--- src/rtl/can_slot_pkg.sv ---
// Package: field positions and widths shared by the slot flag logic.
// Assumes one bit per field; the overwrite flag is read-only and sits above
// the writable fields.
package can_slot_pkg;
    localparam int NUM_WR = 4;          // writable fields
    localparam int NUM_FIELDS = 5;      // readable fields
    localparam int B_DIR = 0;           // 1 = transmit
    localparam int B_INH = 1;
    localparam int B_REQ = 2;
    localparam int B_UPD = 3;
    localparam int B_OVR = 4;
endpackage

--- src/rtl/slot_rx_flags.sv ---
// Receive-side flags: data-updated, overwrite and the interrupt pulse.
// Assumes store events are single-cycle strobes and that store_ok already
// includes the direction check. Hardware sets beat CPU clears;
// soft reset beats everything.
module slot_rx_flags (
    input  logic clk,
    input  logic rst_n,
    input  logic soft_rst,
    input  logic store_ok,
    input  logic ovw_en,
    input  logic rx_irq_en,
    input  logic upd_we,
    input  logic upd_wd,
    output logic upd,
    output logic ovr,
    output logic irq
);
    logic cpu_clr, cpu_set, ovr_set;

    // Decode the CPU write and the overwrite condition.
    always_comb begin
        cpu_clr = upd_we && !upd_wd;
        cpu_set = upd_we && upd_wd;
        ovr_set = store_ok && upd && ovw_en;
    end

    // Data-updated flag: set by a store or CPU write-1, cleared only by a CPU write-0.
    always_ff @(posedge clk) begin
        if (!rst_n || soft_rst)        upd <= 1'b0;
        else if (store_ok || cpu_set)  upd <= 1'b1;
        else if (cpu_clr)              upd <= 1'b0;
    end

    // Overwrite flag: set on a store over unread data, cleared along with data-updated.
    always_ff @(posedge clk) begin
        if (!rst_n || soft_rst)  ovr <= 1'b0;
        else if (ovr_set)        ovr <= 1'b1;
        else if (cpu_clr)        ovr <= 1'b0;
    end

    // Interrupt: one-cycle pulse after an accepted store.
    always_ff @(posedge clk) begin
        if (!rst_n || soft_rst)  irq <= 1'b0;
        else                     irq <= store_ok && rx_irq_en;
    end
endmodule

--- src/rtl/slot_tx_flags.sv ---
// Transmit-side flags: inhibit, pending request and the permit level.
// Assumes tx_dir reflects the direction before the current write. Any request
// set beats any clear in the same cycle.
module slot_tx_flags (
    input  logic clk,
    input  logic rst_n,
    input  logic soft_rst,
    input  logic tx_dir,
    input  logic ev_remote,
    input  logic ev_tx_done,
    input  logic inh_we,
    input  logic inh_wd,
    input  logic req_we,
    input  logic req_wd,
    output logic inh,
    output logic req,
    output logic tx_permit
);
    logic req_set, req_clr;

    // Collect the set and clear sources of the request flag.
    always_comb begin
        req_set = (ev_remote && tx_dir) || (req_we && req_wd);
        req_clr = ev_tx_done || (req_we && !req_wd);
    end

    // Inhibit: CPU-writable only in transmit direction; soft reset leaves it alone.
    always_ff @(posedge clk) begin
        if (!rst_n)                 inh <= 1'b0;
        else if (inh_we && tx_dir)  inh <= inh_wd;
    end

    // Pending request: a remote frame or CPU set; served or dropped by a clear.
    always_ff @(posedge clk) begin
        if (!rst_n || soft_rst)  req <= 1'b0;
        else if (req_set)        req <= 1'b1;
        else if (req_clr)        req <= 1'b0;
    end

    // Permit: transmit direction, not inhibited and something to send.
    always_comb tx_permit = tx_dir && !inh && req;
endmodule

--- src/rtl/can_slot_flags.sv ---
// Top: flag register for one CAN message slot. It holds the direction bit,
// decodes masked CPU writes and builds the readback word, including the
// inhibit-related overwrite readback. Assumes CPU_W >= 5.
module can_slot_flags
    import can_slot_pkg::*;
#(
    parameter int CPU_W = 8
) (
    input  logic              clk,
    input  logic              rst_n,
    input  logic              soft_rst,
    input  logic              ovw_en,
    input  logic              rx_irq_en,
    input  logic              cpu_wr,
    input  logic [NUM_WR-1:0] cpu_wmask,
    input  logic [NUM_WR-1:0] cpu_wdata,
    output logic [CPU_W-1:0]  cpu_rdata,
    input  logic              ev_stored,
    input  logic              ev_remote,
    input  logic              ev_tx_done,
    output logic              tx_permit,
    output logic              irq
);
    localparam int PAD_W = CPU_W - NUM_FIELDS;

    logic [NUM_WR-1:0] we;
    logic dir_q, inh_q, req_q, upd_q, ovr_q, ovr_view;

    // Per-field write enables from the strobe and mask.
    always_comb we = cpu_wr ? cpu_wmask : '0;

    // Direction bit: plain CPU-writable field.
    always_ff @(posedge clk) begin
        if (!rst_n)          dir_q <= 1'b0;
        else if (we[B_DIR])  dir_q <= cpu_wdata[B_DIR];
    end

    slot_rx_flags u_rx (
        .clk       (clk),
        .rst_n     (rst_n),
        .soft_rst  (soft_rst),
        .store_ok  (ev_stored && !dir_q),
        .ovw_en    (ovw_en),
        .rx_irq_en (rx_irq_en),
        .upd_we    (we[B_UPD]),
        .upd_wd    (cpu_wdata[B_UPD]),
        .upd       (upd_q),
        .ovr       (ovr_q),
        .irq       (irq)
    );

    slot_tx_flags u_tx (
        .clk        (clk),
        .rst_n      (rst_n),
        .soft_rst   (soft_rst),
        .tx_dir     (dir_q),
        .ev_remote  (ev_remote),
        .ev_tx_done (ev_tx_done),
        .inh_we     (we[B_INH]),
        .inh_wd     (cpu_wdata[B_INH]),
        .req_we     (we[B_REQ]),
        .req_wd     (cpu_wdata[B_REQ]),
        .inh        (inh_q),
        .req        (req_q),
        .tx_permit  (tx_permit)
    );

    // Overwrite readback: a leftover inhibit in receive mode forces it high.
    always_comb ovr_view = ovr_q || (!dir_q && inh_q && ovw_en);

    // Readback word with zero padding above the fields.
    generate
        if (PAD_W > 0) begin : g_pad
            assign cpu_rdata = {{PAD_W{1'b0}}, ovr_view, upd_q, req_q, inh_q, dir_q};
        end else begin : g_nopad
            assign cpu_rdata = {ovr_view, upd_q, req_q, inh_q, dir_q};
        end
    endgenerate
endmodule

--- config.mk ---
export PLATFORM = sky130hd
export DESIGN_NAME = can_slot_flags
export DESIGN_NICKNAME = d
export VERILOG_FILES = /design/src/rtl/can_slot_pkg.sv /design/src/rtl/slot_rx_flags.sv /design/src/rtl/slot_tx_flags.sv /design/src/rtl/can_slot_flags.sv
export SDC_FILE = /design/constraint.sdc
export NUM_CORES = 1
export LEC_CHECK = 0
export ABC_AREA = 1
export BUFFER_PORTS_ARGS = -buffer_cell sky130_fd_sc_hd__buf_2
export CORE_AREA = 2 2 39 41
export CTS_BUF_LIST = sky130_fd_sc_hd__clkbuf_16
export DETAILED_ROUTE_END_ITERATION = 10
export DIE_AREA = 0 0 41 43
export PLACE_DENSITY_LB_ADDON = 0.12
export SLEW_MARGIN = 20
export SYNTH_ARGS = -nofsm -noshare
export SYNTH_HDL_FRONTEND = slang
export SYNTH_SLANG_ARGS = --single-unit
--- constraint.sdc ---
create_clock -name clk -period 1.05 [get_ports clk]
set_input_delay 0.1575 -clock clk [delete_from_list [all_inputs] [get_ports clk]]
set_output_delay 0.1575 -clock clk [all_outputs]
set_load 0.005 [all_outputs]
; Yosys cells after proc, flatten, opt, wreduce, memory -nomap -nowiden
; Index checks and enable logic that the tools add are counted.
[op_classes]
muxes = 6
reduce_logical = 27
[ops]
columns = operator, n
row1 = 1-bit logical AND, 14
row2 = 2-bit nonzero test, 3
row3 = 1-bit zero test, 5
row4 = 1-bit logical OR, 5
row5 = 1-bit 2-to-1 mux, 5
row6 = 4-bit 2-to-1 mux, 1
[totals]
in_bits = 17
ff_bits = 6

; Logic depth before layout (Yosys ltp)
[depth]
depth_word = 5
depth_mapped = 5
mapped_depth_nobuf = 5

; Hierarchy
; From an unflattened synthesis, not the netlist that was laid out.
[unflattened]
hier_cells = 65
area_unflattened_um2 = 395.4
[by_module_without_submodules]
columns = module, n_inst, seq_area_each_um2, cells_each, area_per_inst_um2
row1 = can_slot_flags, 1, 20.0, 27, 151.4
row2 = slot_rx_flags, 1, 60.1, 20, 135.1
row3 = slot_tx_flags, 1, 40.0, 18, 108.9

; Worst setup path before layout
; Ideal clock, no wire load.
[synth_timing]
kind = register to output
startpoint = register dir_q
endpoint = output port cpu_rdata[4]
required_time_ns = 0.892
slack_ns = 0.149
n_path_buf = 1
arrival_ns = 0.744
stages_incl_launch_ff = 4
cell_sequence = dfxtp_1 -> inv_1 -> a31o_2 -> buf_4
[synth_between]
elab_chain_cells = 4
[synth_lines]
columns = element, line
row1 = "start, declared", can_slot_flags.sv:27  ; logic dir_q, inh_q, req_q, upd_q, ovr_q, ovr_view;
row2 = "start signal, assigned", can_slot_flags.sv:35  ; else if (we[B_DIR]) dir_q <= cpu_wdata[B_DIR];
row3 = 1-bit zero test, can_slot_flags.sv:69  ; always_comb ovr_view = ovr_q || (!dir_q && inh_q && ovw_en);
row4 = 1-bit logical AND (2 in series), can_slot_flags.sv:69
row5 = 1-bit logical OR, can_slot_flags.sv:69
row6 = "end, declared", can_slot_flags.sv:17  ; output logic [CPU_W-1:0] cpu_rdata,
; Every way passes these cells.

; Worst setup path after layout
; Same ends and word-level chain as after synthesis.

==> impl_metrics.py <==
metrics = {
    "setup_path": {
        "crit_required_ns": 0.89,
        "critPathLaunchType": "flip-flop",
        "cp-startpoint": "dir_q",
        "path_class": "reg -> out",
        "critPathMaxStageDelay_ns": 0.36,
        "critical_path.cell_chain": "inv_2 > a31o_2 > buf_2",
        "cp_max_fo": 4,
        "r2r-start": "dir_q",
        "endpoint_kind": "output port",
        "cp_slowest_cell": "dfxtp_4",
        "arrival_ns": 0.92,
    },
    "sta": {
        "finalHoldViolCount": 0,
        "fin_ws_ns": -0.0316,
        "fmax_ghz": 0.925,
        "rsz0062_at_grt": "true",
        "finalCriticalPeriod_ns": 1.08,
        "holdWs_ns": 0.150,
        "setup-violations-final": 2,
        "min_period_over_period_pct": 103,
        "drv_slew": 0,
        "finalSetupTns_ns": -0.0583,
        "fin_skew_ns": 0.000851,
    },
    "global_route": {
        "grt_usage_pct": 10.3,
        "antenna_found_initial": 0,
        "gr-max-usage-layer": "met2",
        "grt_max_degree": 7,
        "grt_util_met2_pct": 13.4,
        "grt_overflow": 0,
        "grt_pass1_wl_um": 1120,
        "use_met1_pct": 11.5,
        "grt_pass1_vias": 288,
        "met3_usage_pct": 3.14,
    },
    "min_path": {
        "holdCritPathClass": "in -> reg",
        "worstHoldStart": "rx_irq_en",
    },
    "power": {
        "power_per_cell_area_nw_per_um2": 1730,
        "peakVddDrop_v": 0.000855,
        "p_leak_nw": 0.330,
    },
    "drt": {
        "avgRoutedWirePerCell_um": 8.41,
        "postRouteAntennaNets": 0,
        "vias_per_cell": 3.99,
        "firstDrtPassIters": 4,
        "drt_iter0_markers": 2,
        "route.vias.total": 387,
        "drc_errors": 0,
        "postRouteWirelength_um": 816,
    },
    "die": {
        "coreArea_um2": 1380,
        "std_cell_rows": 14,
        "die_h_um": 43,
        "die_x_um": 41,
        "initial_core_util_pct": 25.9,
        "die-area_um2": 1760,
        "io_pins": 27,
    },
    "clock_tree": {
        "cts_tree": "yes",
        "cts_buffer_depth": 2,
        "cts_root_buf": "clkbuf_16",
        "insertion_delay_ns": 0.23,
        "htree_levels": 1,
        "cts.sinks": 6,
        "path_clk_slew_ns": 0.03,
        "numCtsBuffers": 3,
    },
    "synth": {
        "seq_area_frac_synth_pct": 33.4,
        "syn-instance-count": 57,
        "yosys_register_bits": 6,
        "syn-mean-instance-area_um2": 6.30,
        "synth_area_um2": 359,
        "yosysWarnings": 0,
        "ys_types": 11,
    },
    "finish": {
        "design_area_um2": 557,
        "mostFrequentLayoutCells": "buf_2, nand2_1, inv_1",
        "drive_gt1_share_pct": 43.2,
        "nNetsFinal": 100,
        "area_delta_synth_final_pct": 55.1,
        "final_util_pct": 40.2,
        "final_common_cell": "buf_2",
        "diodes": 0,
        "finalNonFillerCells": 97,
    },
    "placement": {
        "gp_congestion": 0.744,
        "place_area_um2": 442,
        "place_inst": 90,
        "place_hpwl_um": 626,
        "io_buffers": 23,
    },
    "status": {
        "status": "finished, violations left",
        "violations": "setup timing",
    },
    "run": {
        "drv_cap": 0,
    },
}
-- critical path, delay by kind of cell, from the launching register on --
family | cells | cell delay, ns
DFF | 1 | 0.36
buffers and inverters | 2 | 0.16
AOI/OAI and AO/OA | 1 | 0.18
-- timing repair --
item	CTS	global route
hold buffers	0	0
buffers inserted	4	0
gates resized for setup	3	2
pin swaps	0	1
setup endpoints to repair	2	2
cloned	0	0
-- report_power, final --
part	switching (W)	internal, W	total (W)
Sequential	0.00000756	0.000238	0.000245
Combinational	0.0000461	0.0000548	0.000101
Clock	0.000129	0.000489	0.000618
Total	0.000183	0.000781	0.000964
-- cell families (layout without fill, tap and decap cells) --
logic type             Yosys count  in the layout  synth area share [%]
buffers and inverters           18             40                  27.2
and+or+nand+nor                 27             27                  29.3
DFF                              6              6                  33.5
other                            1              3                  1.04
AOI/OAI and AO/OA                5              5                  9.06
-- per-layer routing --
layer	wire length (um)	up-vias	part of all wire (%)
met1	325	157	40
li1	-	209	-
met5	0	-	0
met3	71	4	8.7
met4	37	0	4.5
met2	382	17	47
-- flip-flops by register name, summed over array words and instances, names as in the netlist --
| name | cells |
|---|---|
| u_rx.irq | 1 |
| u_rx.ovr | 1 |
| u_tx.req | 1 |
| u_rx.upd | 1 |
| dir_q | 1 |
| u_tx.inh | 1 |
-- cells in the mapped netlist --
master,n,area share [%]
nand3_1,3,4.2
o21ai_0,1,1.4
buf_4,8,17
nand2_1,16,17
conb_1,1,1.0
dfxtp_1,6,33
nor2_1,8,8.4
a21oi_2,1,2.4
inv_1,10,10
a21oi_1,2,2.8
a31o_2,1,2.4
-- final cells by class --
| type | instances | area [um2] |
|---|---|---|
| fill | 162 | 827 |
| multi-input combinational | 35 | 151 |
| timing repair buffer | 27 | 149 |
| sequential | 6 | 124 |
| clock buffer | 3 | 75.1 |
| inverter | 10 | 37.5 |
| tap | 16 | 20.0 |
-- through the flow --
step | setup WS, ns | total power (W)
floorplan | 0.149 | 0.000303
global placement | 0.130 | 0.000333
detailed placement | 0.0999 | 0.000333
CTS | -0.0288 | 0.000966
global route | -0.0785 | 0.00100
finish | -0.0316 | 0.000964
-- path summary, 6_finish.rpt --
kind	slack, ns	cells past startpoint	to
min reg2reg	0.47	2	u_rx.ovr
min	0.15	3	u_rx.irq
max reg2reg	0.15	6	u_tx.inh
max	-0.03	3	cpu_rdata[4]
Note: power is estimated with default switching activity, not from simulation.
